==> src/rtl/feac_tx_pkg.sv <==
package feac_tx_pkg;
  // A message byte is valid only with both marker bits cleared.
  function automatic logic msg_valid(input logic msb, input logic lsb);
    return !msb && !lsb;
  endfunction
endpackage

==> src/rtl/feac_tx_msg_reg.sv <==
module feac_tx_msg_reg #(
  parameter int MSG_W = 8
) (
  input  logic             clk_i,
  input  logic             rst_ni,
  input  logic             wr_en_i,
  input  logic [MSG_W-1:0] wr_data_i,
  input  logic             done_i,
  output logic [MSG_W-1:0] msg_o,
  output logic             irq_o
);
  logic [MSG_W-1:0] msg_q;
  logic             irq_q;

  always_ff @(posedge clk_i or negedge rst_ni) begin
    if (!rst_ni) begin
      msg_q <= '1;
      irq_q <= 1'b0;
    end else begin
      if (wr_en_i) msg_q <= wr_data_i;
      // host write has priority over a completing codeword
      if (wr_en_i)     irq_q <= 1'b0;
      else if (done_i) irq_q <= 1'b1;
    end
  end

  assign msg_o = msg_q;
  assign irq_o = irq_q;
endmodule

==> src/rtl/feac_tx_seq.sv <==
module feac_tx_seq
  import feac_tx_pkg::*;
#(
  parameter int MSG_W  = 8,
  parameter int FLAG_W = 8,
  localparam int CW_LEN = MSG_W + FLAG_W,
  localparam int POS_W  = $clog2(CW_LEN)
) (
  input  logic             clk_i,
  input  logic             rst_ni,
  input  logic             cbit_mode_i,
  input  logic             strobe_i,
  input  logic [MSG_W-1:0] msg_i,
  output logic [POS_W-1:0] pos_o,
  output logic [MSG_W-1:0] act_o,
  output logic             act_valid_o,
  output logic             done_o
);
  localparam logic [POS_W-1:0] LAST_POS = POS_W'(CW_LEN - 1);

  logic [POS_W-1:0] pos_q;
  logic [MSG_W-1:0] act_q;
  logic             at_last;

  assign at_last     = (pos_q == LAST_POS);
  assign act_valid_o = msg_valid(act_q[MSG_W-1], act_q[0]);

  always_ff @(posedge clk_i or negedge rst_ni) begin
    if (!rst_ni) begin
      pos_q <= '0;
      act_q <= '1;
    end else if (!cbit_mode_i) begin
      // parked at codeword start, tracking the host byte
      pos_q <= '0;
      act_q <= msg_i;
    end else if (strobe_i) begin
      if (at_last) begin
        pos_q <= '0;
        act_q <= msg_i;
      end else begin
        pos_q <= pos_q + POS_W'(1);
      end
    end
  end

  assign done_o = cbit_mode_i && strobe_i && at_last && act_valid_o;
  assign pos_o  = pos_q;
  assign act_o  = act_q;
endmodule

==> src/rtl/feac_tx_bit_sel.sv <==
module feac_tx_bit_sel #(
  parameter int MSG_W  = 8,
  parameter int FLAG_W = 8,
  localparam int CW_LEN = MSG_W + FLAG_W,
  localparam int POS_W  = $clog2(CW_LEN)
) (
  input  logic             cbit_mode_i,
  input  logic [MSG_W-1:0] act_i,
  input  logic             act_valid_i,
  input  logic [POS_W-1:0] pos_i,
  output logic             bit_o
);
  logic [CW_LEN-1:0] cw;

  // flag in the low positions so it leaves first
  assign cw    = {act_i, {FLAG_W{1'b1}}};
  assign bit_o = (cbit_mode_i && act_valid_i) ? cw[pos_i] : 1'b1;
endmodule

==> src/rtl/feac_tx.sv <==
module feac_tx #(
  parameter int MSG_W  = 8,
  parameter int FLAG_W = 8,
  localparam int CW_LEN = MSG_W + FLAG_W,
  localparam int POS_W  = $clog2(CW_LEN)
) (
  input  logic             clk_i,
  input  logic             rst_ni,
  input  logic             cbit_mode_i,
  input  logic             wr_en_i,
  input  logic [MSG_W-1:0] wr_data_i,
  input  logic             bit_strobe_i,
  output logic             tx_bit_o,
  output logic             irq_o
);
  logic [MSG_W-1:0] msg;
  logic [MSG_W-1:0] act;
  logic [POS_W-1:0] pos;
  logic             act_valid;
  logic             done;

  feac_tx_msg_reg #(.MSG_W(MSG_W)) u_msg_reg (
    .clk_i     (clk_i),
    .rst_ni    (rst_ni),
    .wr_en_i   (wr_en_i),
    .wr_data_i (wr_data_i),
    .done_i    (done),
    .msg_o     (msg),
    .irq_o     (irq_o)
  );

  feac_tx_seq #(.MSG_W(MSG_W), .FLAG_W(FLAG_W)) u_seq (
    .clk_i       (clk_i),
    .rst_ni      (rst_ni),
    .cbit_mode_i (cbit_mode_i),
    .strobe_i    (bit_strobe_i),
    .msg_i       (msg),
    .pos_o       (pos),
    .act_o       (act),
    .act_valid_o (act_valid),
    .done_o      (done)
  );

  feac_tx_bit_sel #(.MSG_W(MSG_W), .FLAG_W(FLAG_W)) u_bit_sel (
    .cbit_mode_i (cbit_mode_i),
    .act_i       (act),
    .act_valid_i (act_valid),
    .pos_i       (pos),
    .bit_o       (tx_bit_o)
  );
endmodule

==> config.mk <==
export PLATFORM = sky130hd
export DESIGN_NAME = feac_tx
export DESIGN_NICKNAME = d
export VERILOG_FILES = /design/src/rtl/feac_tx_pkg.sv /design/src/rtl/feac_tx_msg_reg.sv /design/src/rtl/feac_tx_seq.sv /design/src/rtl/feac_tx_bit_sel.sv /design/src/rtl/feac_tx.sv
export SDC_FILE = /design/constraint.sdc
export NUM_CORES = 1
export LEC_CHECK = 0
export ABC_CLOCK_PERIOD_IN_PS = 1600
export BUFFER_PORTS_ARGS = -buffer_cell sky130_fd_sc_hd__buf_2
export CORE_MARGIN = 4
export CORE_UTILIZATION = 48
export CTS_CLUSTER_DIAMETER = 60
export DETAILED_ROUTE_END_ITERATION = 7
export MAX_ROUTING_LAYER = met4
export PLACE_DENSITY = 0.77
export SLEW_MARGIN = 30
export SYNTH_ARGS = -nofsm -noshare
export SYNTH_HDL_FRONTEND = slang
export SYNTH_SLANG_ARGS = --single-unit
==> constraint.sdc <==
create_clock -name clk_i -period 1.6 [get_ports clk_i]
set_clock_uncertainty 0.15 [all_clocks]
set_input_delay 0.24 -clock clk_i [delete_from_list [all_inputs] [get_ports clk_i]]
set_output_delay 0.24 -clock clk_i [all_outputs]
set_load 0.005 [all_outputs]
* Word-level counts from Yosys, hierarchy flattened
Cells that the tools add are included.
Cells by class: equal/unequal tests 3, add/subtract/negate cells 1, reductions and logical operators 9, multiplexer cells 11, $lt $le $gt $ge 1
Operators with widths (number):
- 8-bit two-way mux | 3
- 4-bit two-way mux | 3
- 1-bit logical AND | 5
- 4-bit by 5-bit less-than comparator with 1-bit output (second input constant) | 1
- 4-bit by 1-bit adder with 4-bit output (second input constant) | 1
- 1-bit binary-select mux with 4-bit select | 1
- 4-bit == test (second input constant) | 1
- 1-bit two-way mux | 4
- 2-bit by 1-bit != test with 1-bit output (second input constant) | 2
- 1-bit logical NOT | 2
- 2-bit AND reduction | 1
- 2-bit nonzero test | 1
Storage, ports and cells: logic and storage cells 29, bits in registers 21, input port bits 13

* Depth between registers and ports, before layout
Gate-level depths: netlist (run 1).
depth after elaboration 5, depth in mapped cells 5

* Hierarchy
Synthesis (run 1) repeated with hierarchy kept, for this count alone.
Unflattened totals: cells, all modules 66, area, all modules 1049.8 sq um
Modules (own cells, without submodules):
- feac_tx_seq | cells an instance 40, area an instance 599.3 sq um, sequential area each 310.3 sq um, instances 1
- feac_tx_msg_reg | cells an instance 19, area an instance 376.6 sq um, sequential area each 235.2 sq um, instances 1
- feac_tx_bit_sel | cells an instance 7, area an instance 73.8 sq um, sequential area each 0.0 sq um, instances 1

* Worst setup path after synthesis (run 1)
No wires, ideal clock.
path type register to register, start register u_seq.pos_q[0] (netlist: u_seq.pos_o[0]), end register u_seq.act_q[0] (netlist: u_seq.act_o[0]), path slack -0.001 ns, arrival time 1.368 ns, cell stages (with the launch flop) 6, buffers on the path 1, cells stage by stage dfrtp_1 > ha_1 > and4_4 > nand2b_4 > buf_6 > mux2_4
Between the ends: cells in the longest elaborated chain, start to end 3
Ends and longest elaborated chain:
- start: declaration | line feac_tx_seq.sv:21 | logic [POS_W-1:0] pos_q;
- start signal: assignment | line feac_tx_seq.sv:41 | pos_q <= pos_q + POS_W'(1);
- 4-bit == test | line feac_tx_seq.sv:25 | assign at_last = (pos_q == LAST_POS);
- 2-bit by 1-bit != test with 1-bit output (no source line)
- 2-bit AND reduction (no source line)
- end signal: assignment | line feac_tx_seq.sv:35 | act_q <= msg_i;
- end signal: assignment | line feac_tx_seq.sv:39 | act_q <= msg_i;
- end: declaration | line feac_tx_seq.sv:22 | logic [MSG_W-1:0] act_q;
Every way passes these cells. A chain may end at the register's enable or synchronous reset.

* Final worst setup path (run 1)
start register u_seq.act_q[6] (netlist: u_seq.act_o[6]), end output tx_bit_o
Between the ends: cells in the longest elaborated chain, start to end 3
Ends and longest elaborated chain:
- 1-bit binary-select mux with 4-bit select | line feac_tx_bit_sel.sv:17 | assign bit_o = (cbit_mode_i && act_valid_i) ? cw[pos_i] : 1'b1;
- 1-bit two-way mux (implied by the code) | line feac_tx_bit_sel.sv:17
- 1-bit two-way mux | line feac_tx_bit_sel.sv:17
- end: declaration | line feac_tx.sv:13 | output logic tx_bit_o,
Every way passes these cells. The select of a mux whose other input is x is not followed.

==> reports/qor.yml, run 1 <==
power_frac_clock: 0.240
netSwitchingPower_uw: 258
place.gp.congestion: 0.778
wirelength_um: 1630
vias: 606
async_flop_share: 1.00
clk_pin_slew_ns: 0.12
min_path_type: "input port to flop"
r2r_cells: 5
ys_warn_count: 0
cts_tree: "done"
status: "finished, violations left"
cts_htree_levels: 1
numCtsBuffers: 3
netlist.area_leader.share: 0.428
worstPathRequired_ns: 1.21
placed_cell_area_um2: 1080
violations: "setup timing"
die_area_um2: 2830
fin_cells: 123
grt_first_pass_wirelength_um: 2920
stdcell_area_um2: 1250
setup_viol: 5
antenna_found_initial: 0
avgSynthCellArea_um2: 14.9
num_rows: 16
vias_per_cell: 4.93
start_kind: "flop"
diodes: 0
drive_gt1_frac: 0.646
setup_ws_ns: -0.369
worstSetupEndpointType: "output pin"
power_density_nw_per_um2: 871
die_w_um: 53.2
max_slew.worst_pin.slew_ns: 0.430
hold_violations: 0
synth_edf_count: 0
synthCells: 66
place_ws_ns: -0.0417
synth_area_um2: 982
area_growth_pct: 27.6
combPwrFrac: 0.161
cts_root_buf: "clkbuf_4"
startpoint: "u_seq.act_o[6]$_DFFE_PN1P_"
crit_end: "tx_bit_o"
slew_violations: 0
maxSlewHeadroom: 0.713
die_h_um: 53.2
port_buffers: 14
peakVddDrop_mv: 0.616
synth_cell_types: 24
grt_pass1_vias: 656
fin_nets: 111
swShare: 0.236
drv_cap: 0
grt_start_max_net_pins: 22
reg2reg_setup_slack_ns: -0.01
rsz0062_at_grt: "yes"
seqPwrFrac: 0.600
synth_nets: 80
worstSetupPathType: "flop to output pin"
first_pass_iters: 3
num_io_pins: 15
yosys.area.top_type: "dfstp_2"
fin_setup_tns_ns: -0.385
grt_overflow_total: 0
clock_path_buffers: 2
clk_latency_ns: 0.31
ys.flop_type: "dfstp_2"
first_iter_violations: 3
crit_fanout: 2
dp.cells: 107
dp.final_hpwl_um: 1080
p_leak_nw: 0.528
p_int_uw: 833
period_minus_slack_ns: 1.97
fmax_ghz: 0.508
start_util: 0.501
yosys-top-cells-area: "dfstp_2 (43%), dfrtp_1 (13%), mux2_4 (12%)"
wl_per_cell_um: 13.3
cts_sinks: 21
r2r-end: "u_seq.act_o[0]$_DFFE_PN1P_"
r2r-start: "u_seq.pos_o[0]$_DFFE_PN0P_"
cp.arrival_ns: 1.58
seq_area_frac_synth: 0.555
netlist_top_cells_count: "dfstp_2 (16), mux2_2 (8), mux2_4 (8)"
drc_errors: 0
core_um2: 1960
p_total_mw: 1.09
synth.ff_latch_count: 21
track_usage: 0.153
period_share: 1.23
yosysMostFrequentCell: "dfstp_2"
detail-route-antenna-nets: 0
## logic make-up after synthesis
kind of cell	Yosys count	synth area share
AND/OR/NAND/NOR	16	0.106
multiplexers	20	0.268
XOR/XNOR	1	0.00892
adder cells (fa/ha/maj)	1	0.0127
flip-flops	21	0.555
buffers and inverters	3	0.0267
AO/OA/AOI/OAI	4	0.0229
## placed cells by master (no fill, tap or decap)
master and instances:
and4_4 1, buf_4 4, nor2b_1 2, dfrtp_1 4, nor2_1 1, nand3b_1 1
nand2b_1 2, clkbuf_4 3, clkinvlp_4 1, mux2_4 8, buf_6 1, nand3_2 1
nor3b_1 1, nand3_1 2, ha_4 1, dfrtp_2 1, nand2_1 2, buf_2 14
mux2_2 8, o21ai_0 1, xnor2_1 1, nand2b_4 2, and2_1 1, or3_1 1
dfstp_2 16, dlygate4sd3_1 9, mux2i_1 3, a21oi_1 2, a21boi_0 1, mux4_2 1
## how the worst min path moves through the flow
| stage | from | endpoint | slack (ns) | cells past startpoint |
|---|---|---|---|---|
| detailed placement | rst_ni | u_seq.pos_o[2]$_DFFE_PN0P_ | 0.06 | 1 |
| floorplan | rst_ni | u_msg_reg.irq_o$_DFFE_PN0P_ | -0.21 | 0 |
| CTS | wr_en_i | u_msg_reg.irq_o$_DFFE_PN0P_ | 0.07 | 2 |
| finish | wr_en_i | u_msg_reg.irq_o$_DFFE_PN0P_ | 0.08 | 2 |
| global placement | rst_ni | u_seq.pos_o[2]$_DFFE_PN0P_ | 0.06 | 1 |
| global route | wr_en_i | u_msg_reg.irq_o$_DFFE_PN0P_ | 0.07 | 2 |
## per-stage QoR
step | hold WS [ns] | utilization
4_1_cts | 0.0721 | 0.638
3_5_place_dp | 0.0560 | 0.553
2_1_floorplan | -0.206 | -
3_3_place_gp | 0.0574 | 0.553
5_1_grt | 0.0732 | 0.639
6_report | 0.0773 | 0.639
## state kept, by name, summed over array words and instances, names as in the netlist
name and flops:
u_msg_reg.irq_o 1, u_msg_reg.msg_o 8, u_seq.act_o 8, u_seq.pos_o 4
## area by class of cell
cell class	instances	area (um^2)
Fill cell	154	708
Multi-Input combinational cell	43	442
Sequential cell	21	547
Timing Repair Buffer	28	201
Clock inverter	1	7.51
Clock buffer	3	22.5
Tap cell	27	33.8
## power by group through the flow
stage                     Sequential (mW)  Combinational (mW)  Clock (mW)
after floorplan                     0.653               0.108           0
after global placement              0.662               0.142           0
after detailed placement            0.664               0.146           0
after CTS                           0.656               0.177       0.278
after global routing                0.663               0.193       0.301
final                               0.655               0.175       0.262
## layer usage
layer | GRT usage | routed length, um
met1 | 0.186 | 723
met2 | 0.220 | 773
met3 | 0.0535 | 92
met4 | 0.0851 | 45
met5 | - | 0
## worst max-delay path, stage by stage, from the launching register on
cell     delay (ns)
dfstp_2        0.56
mux2i_1        0.06
mux4_2         0.48
nand3_2        0.07
buf_2          0.10
## timing repair
action | 4_1_cts | 5_1_grt
setup endpoints to repair | 9 | 6
gates cloned | 1 | 0
pin swaps | 2 | 0
resized for setup | 4 | 1
hold endpoints to repair | 13 | 0
hold buffers | 9 | 0
buffers inserted | 2 | 0
Power figures use the tool's default switching activity.
==> run 2, diff against run 1 <==
--- a/config.mk
+++ b/config.mk
@@ -5,14 +5,15 @@
 export SDC_FILE = /design/constraint.sdc
 export NUM_CORES = 1
 export LEC_CHECK = 0
+export ABC_AREA = 1
 export ABC_CLOCK_PERIOD_IN_PS = 1600
 export BUFFER_PORTS_ARGS = -buffer_cell sky130_fd_sc_hd__buf_2
 export CORE_MARGIN = 4
-export CORE_UTILIZATION = 48
+export CORE_UTILIZATION = 49
 export CTS_CLUSTER_DIAMETER = 60
 export DETAILED_ROUTE_END_ITERATION = 7
 export MAX_ROUTING_LAYER = met4
-export PLACE_DENSITY = 0.77
+export PLACE_DENSITY = 0.78
 export SLEW_MARGIN = 30
 export SYNTH_ARGS = -nofsm -noshare
 export SYNTH_HDL_FRONTEND = slang
==> run 2 against run 1 <==
The run still ends with setup timing left. Via count increased by 28%. Synthesized cell count increased by 65%. Maximum frequency increased by 15%. Critical path depth increased by 3. Register-to-register slack improved by 0.16 ns. Sequential power decreased by 2%. Sequential share of layout area increased by 2.3 points. Sequential cell count unchanged. Power decreased by 2.7%. Die area decreased by 0.56%. Highest routed layer unchanged.
==> reports/qor.yml, run 2 <==
setup_ws_ns: -0.110  # +0.259 ns
worstSetupPathType: "flop to output pin"
netlist_top_cells_count: "nand2_1 (27), inv_1 (19), dfstp_2 (16)"
area_growth_pct: 19.3
mostFrequentLayoutCell: "nand2_1"
fin_setup_tns_ns: -0.110  # +0.275 ns
max_slew.worst_pin.slew_ns: 0.456  # +0.0258 ns
diodes: 0  # unchanged
synth_nets: 123  # +54%
cts_root_buf: "clkbuf_4"
worstPathRequired_ns: 1.21  # about the same
dp.final_hpwl_um: 1240  # +14%
vias_per_cell: 4.80  # -2.5%
drv_cap: 0  # unchanged
peakVddDrop_mv: 0.613  # -0.49%
numCtsBuffers: 3  # unchanged
synth.ff_latch_count: 21  # unchanged
fin_nets: 149  # +34%
period_share: 1.07  # -0.162
antenna_found_initial: 0  # unchanged
synth_cell_types: 18  # -25%
setup_viol: 1  # -4
cts_tree: "done"
min_path_type: "input port to flop"
grt_first_pass_wirelength_um: 3150  # +8.1%
core_um2: 1940  # -1.0%
clock_path_buffers: 2  # unchanged
crit_fanout: 2  # unchanged
async_flop_share: 1.00  # unchanged
track_usage: 0.163  # +0.00977
grt_overflow_total: 0  # unchanged
clk_pin_slew_ns: 0.11  # about the same
ys_warn_count: 0  # unchanged
synth_area_um2: 996  # +1.4%
rsz0062_at_grt: "yes"
synth_edf_count: 0  # unchanged
place.gp.congestion: 0.940  # +21%
die_w_um: 53.1  # -0.28%
period_minus_slack_ns: 1.71  # -0.259 ns
status: "finished, violations left"
first_iter_violations: 9  # +6
reg2reg_setup_slack_ns: 0.15  # +0.16 ns
drc_errors: 0  # unchanged
grt_start_max_net_pins: 22  # unchanged
holdWs_ns: 0.00362  # -0.0736 ns
wl_per_cell_um: 11.1  # -16%
synthCells: 109  # +65%
violations: "setup timing"
yosysMostFrequentCell: "nand2_1"
fmax_ghz: 0.585  # +15%
layout_common_cells: "nand2_1 (26), inv_1 (16), dfstp_2 (16)"
num_io_pins: 15  # unchanged
worstSetupEndpointType: "output pin"
num_rows: 16  # unchanged
start_kind: "flop"
grt_pass1_vias: 781  # +19%
seq_area_frac_synth: 0.548  # -0.00768
vias: 773  # +28%
cts_htree_levels: 1  # unchanged
p_leak_nw: 0.563  # +6.7%
yosys.area.top_type: "dfstp_2"
first_pass_iters: 4  # +1
ys.flop_type: "dfstp_2"
cts_sinks: 21  # unchanged
netlist.area_leader.share: 0.422  # -0.00591
power_density_nw_per_um2: 894  # +2.6%
hold_violations: 0  # unchanged
place_ws_ns: 0.180  # +0.221 ns
wirelength_um: 1790  # +9.7%
cp.arrival_ns: 1.32  # -0.26 ns
drive_gt1_frac: 0.388  # -0.258
die_area_um2: 2820  # -0.56%
detail-route-antenna-nets: 0  # unchanged
maxSlewHeadroom: 0.696  # -0.0172
clk_latency_ns: 0.30  # about the same
die_h_um: 53.1  # -0.28%
port_buffers: 14  # unchanged
start_util: 0.513  # +0.0122
yosys-top-cells-area: "dfstp_2 (42%), dfrtp_1 (13%), nand2_1 (10%)"
avgSynthCellArea_um2: 9.14  # -39%
slew_violations: 0  # unchanged
==> run 2: cell count changes after synthesis, moves of 2 or more <==
cell      delta
nand2_1     +25
inv_1       +19
o21ai_0      +9
mux2_2       -8
mux2_4       -8
o21ai_2      +8
nand3_1      +5
mux2i_1      -3
nand2_2      +3
buf_6        -2
nand2b_1     -2
nor2b_1      -2
==> run 2: final cells by class <==
type,instances,area (um^2)
inverter,19,71.3
tap,27,33.8
fill,174,753
sequential,21,546
timing repair buffer,23,155
multi-input combinational,67,357
clock buffer,4,26.3
==> run 2: per-layer routing <==
layer | part of all wire | global-route usage | routed length [um] | up-vias
met4 | 0.031 | 0.111 | 56 | 0
met3 | 0.045 | 0.0366 | 81 | 6
met2 | 0.46 | 0.264 | 825 | 17
li1 | - | - | - | 395
met5 | 0 | - | 0 | -
met1 | 0.46 | 0.177 | 828 | 355
==> run 2: per-stage QoR <==
step,std cells,total power [mW],area (um^2),util
5_1_grt,161,1.13,1190,0.612
4_1_cts,161,1.07,1190,0.611
3_5_place_dp,148,0.797,1070,0.553
6_report,161,1.06,1190,0.612
2_1_floorplan,109,0.751,996,-
3_3_place_gp,148,0.789,1070,0.553
==> run 2: path summary, 6_finish.rpt <==
| path | start | to | depth (start not counted) |
|---|---|---|---|
| setup reg to reg | u_seq.pos_o[0]$_DFFE_PN0P_ | u_seq.act_o[4]$_DFFE_PN1P_ | 6 |
| hold / removal | wr_data_i[4] | u_msg_reg.msg_o[4]$_DFFE_PN1P_ | 3 |
| hold reg to reg | u_seq.act_o[0]$_DFFE_PN1P_ | u_seq.act_o[0]$_DFFE_PN1P_ | 2 |
| setup / recovery | u_seq.act_o[2]$_DFFE_PN1P_ | tx_bit_o | 7 |
| max in group asynchronous | rst_ni | u_msg_reg.msg_o[0]$_DFFE_PN1P_ | 2 |
| min in group asynchronous | rst_ni | u_seq.pos_o[0]$_DFFE_PN0P_ | 2 |
==> run 2: repair_timing <==
item,CTS,global route
pin swaps,3,2
hold endpoints to repair,11,0
buffers inserted,2,0
endpoints found under the setup margin,1,1
gates cloned,0,0
hold buffers,7,0
resized for setup,1,3
==> run 2: kinds of logic (layout without fill, tap and decap cells) <==
kind of cell	after synthesis	in the layout	share of synthesized area
simple gates	44	44	0.201
compound gates	22	22	0.142
flops	21	21	0.548
buf+inv	21	46	0.0967
fa+ha+maj	1	1	0.0126
==> run 2: where the power goes <==
group / total (mW) / switching (mW) / internal [mW]
clock: 0.252 / 0.155 / 0.0974
sequential: 0.642 / 0.0269 / 0.615
combinational: 0.168 / 0.0965 / 0.0715
total: 1.06 / 0.278 / 0.784
==> run 2: critical path: stages, from the launching register on <==
cell and delay, ns:
dfstp_2 0.55, inv_2 0.04, nand2_2 0.04, nand3_1 0.07, nand2_1 0.08, nand2_1 0.05
nand3_1 0.07, buf_2 0.11
==> run 3, diff against run 2 <==
--- a/config.mk
+++ b/config.mk
@@ -5,15 +5,15 @@
 export SDC_FILE = /design/constraint.sdc
 export NUM_CORES = 1
 export LEC_CHECK = 0
-export ABC_AREA = 1
+export ABC_AREA = 0
 export ABC_CLOCK_PERIOD_IN_PS = 1600
-export BUFFER_PORTS_ARGS = -buffer_cell sky130_fd_sc_hd__buf_2
+export BUFFER_PORTS_ARGS = -buffer_cell sky130_fd_sc_hd__buf_4
 export CORE_MARGIN = 4
-export CORE_UTILIZATION = 49
+export CORE_UTILIZATION = 48
 export CTS_CLUSTER_DIAMETER = 60
 export DETAILED_ROUTE_END_ITERATION = 7
 export MAX_ROUTING_LAYER = met4
-export PLACE_DENSITY = 0.78
+export PLACE_DENSITY = 0.77
 export SLEW_MARGIN = 30
 export SYNTH_ARGS = -nofsm -noshare
 export SYNTH_HDL_FRONTEND = slang
==> run 3 against run 2 <==
Worst hold slack improved by 0.011 ns. Register-to-register slack got worse by 0.16 ns. Power increased by 2.5%. Setup slack got worse by 0.23 ns. Clock power decreased by 3%. First-iteration DRC count decreased by 89%. Clock-buffer cell count decreased by 1. Largest cell class unchanged. Sequential cell count unchanged. The flow still finishes with violations (setup timing). Combinational power increased by 13%. Via count decreased by 23%.
==> reports/qor.yml, run 3 (same netlist as run 1, synthesis figures left out) <==
status: "finished, violations left"
violations: "setup timing"
grt_first_pass_wirelength_um: 2920  # -7.5%
die_w_um: 53.2  # +0.28%
period_share: 1.21  # +0.141
peakVddDrop_mv: 0.600  # -2.1%
cp.arrival_ns: 1.55  # +0.23 ns
port_buffers: 14  # unchanged
setup_viol: 3  # +2
grt_pass1_vias: 636  # -19%
cts_root_buf: "clkbuf_4"
drv_cap: 0  # unchanged
slew_violations: 0  # unchanged
die_h_um: 53.2  # +0.28%
wirelength_um: 1610  # -10%
wl_per_cell_um: 13.4  # +20%
setup_ws_ns: -0.337  # -0.226 ns
diodes: 0  # unchanged
final_core_util: 0.636  # +0.0237
die_area_um2: 2830  # +0.57%
worstSetupPathType: "flop to output pin"
detail-route-antenna-nets: 0  # unchanged
fillers: 178  # +2.3%
core_um2: 1960  # +1.0%
worstPathRequired_ns: 1.21  # about the same
period_minus_slack_ns: 1.94  # +0.226 ns
maxSlewHeadroom: 0.786  # +0.0896
cts_tree: "done"
cts_htree_levels: 1  # unchanged
numCtsBuffers: 3  # unchanged
track_usage: 0.148  # -0.0148
start_util: 0.501  # -0.0122
place.gp.congestion: 0.709  # -24%
fmax_ghz: 0.516  # -12%
area_growth_pct: 27.0
crit_fanout: 2  # unchanged
p_int_uw: 842  # +7.4%
max_slew.worst_pin.slew_ns: 0.321  # -0.135 ns
vias: 593  # -23%
rsz0062_at_grt: "yes"
p_leak_nw: 0.536  # -4.8%
netSwitchingPower_uw: 246  # -12%
layout_common_cells: "buf_4 (22), dfstp_2 (16), mux2_4 (8), mux2_2 (8), dfrtp_1 (4)"
mostFrequentLayoutCell: "buf_4"
clk_latency_ns: 0.30  # about the same
dp.final_hpwl_um: 1130  # -8.3%
seqPwrFrac: 0.601  # -0.003
fin_nets: 108  # -28%
place_ws_ns: -0.0522  # -0.232 ns
worstSetupEndpointType: "output pin"
drc_errors: 0  # unchanged
first_pass_iters: 2  # -2
hold_violations: 0  # unchanged
num_rows: 16  # unchanged
swShare: 0.226  # -0.0359
antenna_found_initial: 0  # unchanged
start_kind: "flop"
min_path_type: "input port to flop"
first_iter_violations: 1  # -8
combPwrFrac: 0.174  # +0.016
power_density_nw_per_um2: 872  # -2.4%
cts_sinks: 21  # unchanged
grt_overflow_total: 0  # unchanged
power_frac_clock: 0.225  # -0.012
grt_start_max_net_pins: 22  # unchanged
clock_path_buffers: 2  # unchanged
vias_per_cell: 4.94  # +2.9%
clk_pin_slew_ns: 0.12  # about the same
drive_gt1_frac: 0.720  # +0.332
num_io_pins: 15  # unchanged
## run 3: critical path, stage by stage (launching register included)
cell and delay [ns]:
dfstp_2 0.55, mux2i_1 0.07, mux4_2 0.47, nand3_2 0.08, buf_6 0.09
## run 3: area by class of cell
cell class                 instances  area [um^2]  share of cell area
sequential                        21          547               0.438
clock inverter                     1         5.00             0.00401
tap                               27         33.8              0.0271
multi-input combinational         43          442               0.354
clock buffer                       3         22.5              0.0181
timing repair buffer              25          198               0.158
## run 3: per-stage QoR
| step | power, mW | cell area, um^2 | setup TNS (ns) | instances | hold WS [ns] |
|---|---|---|---|---|---|
| CTS | 1.10 | 1250 | -0.900 | 120 | 0.0159 |
| finish | 1.09 | 1250 | -0.347 | 120 | 0.0151 |
| global route | 1.16 | 1250 | -0.637 | 120 | 0.000825 |
| detailed placement | 0.831 | 1130 | -0.292 | 109 | -0.0179 |
| global placement | 0.823 | 1130 | -0.268 | 109 | -0.0175 |
| floorplan | 0.761 | 985 | 0 | 66 | -0.206 |
## run 3: routing by layer
layer	wire (um)	global-route usage	up-vias	share of wire
met5	0	-	-	0
met4	0	0.0255	0	0
met3	70	0.0338	0	0.044
met2	760	0.251	12	0.47
met1	777	0.181	291	0.48
li1	-	-	290	-
## run 3: worst paths after layout
path	end	depth (start not counted)	from	slack, ns
min in group asynchronous	u_seq.pos_o[3]$_DFFE_PN0P_	2	rst_ni	0.19
setup reg to reg	u_seq.act_o[3]$_DFFE_PN1P_	5	u_seq.pos_o[0]$_DFFE_PN0P_	-0.01
hold / removal	u_msg_reg.msg_o[7]$_DFFE_PN1P_	2	wr_data_i[7]	0.02
setup / recovery	tx_bit_o	4	u_seq.act_o[5]$_DFFE_PN1P_	-0.34
hold reg to reg	u_msg_reg.irq_o$_DFFE_PN0P_	2	u_msg_reg.irq_o$_DFFE_PN0P_	0.36
max in group asynchronous	u_seq.act_o[3]$_DFFE_PN1P_	2	rst_ni	0.83
## run 3: power groups by stage
stage	combinational (mW)	sequential [mW]	clock, mW
final	0.190	0.654	0.245
after floorplan	0.108	0.653	0
after global placement	0.161	0.662	0
after CTS	0.193	0.655	0.250
after global routing	0.207	0.664	0.288
after detailed placement	0.167	0.665	0
## run 3: timing repair
item / CTS / global route
hold buffers: 1 / 0
setup buffers: 5 / 1
setup endpoints to repair: 9 / 10
gates resized for setup: 6 / 1
cloned: 1 / 0
pin swaps: 2 / 1
hold endpoints to repair: 21 / 0
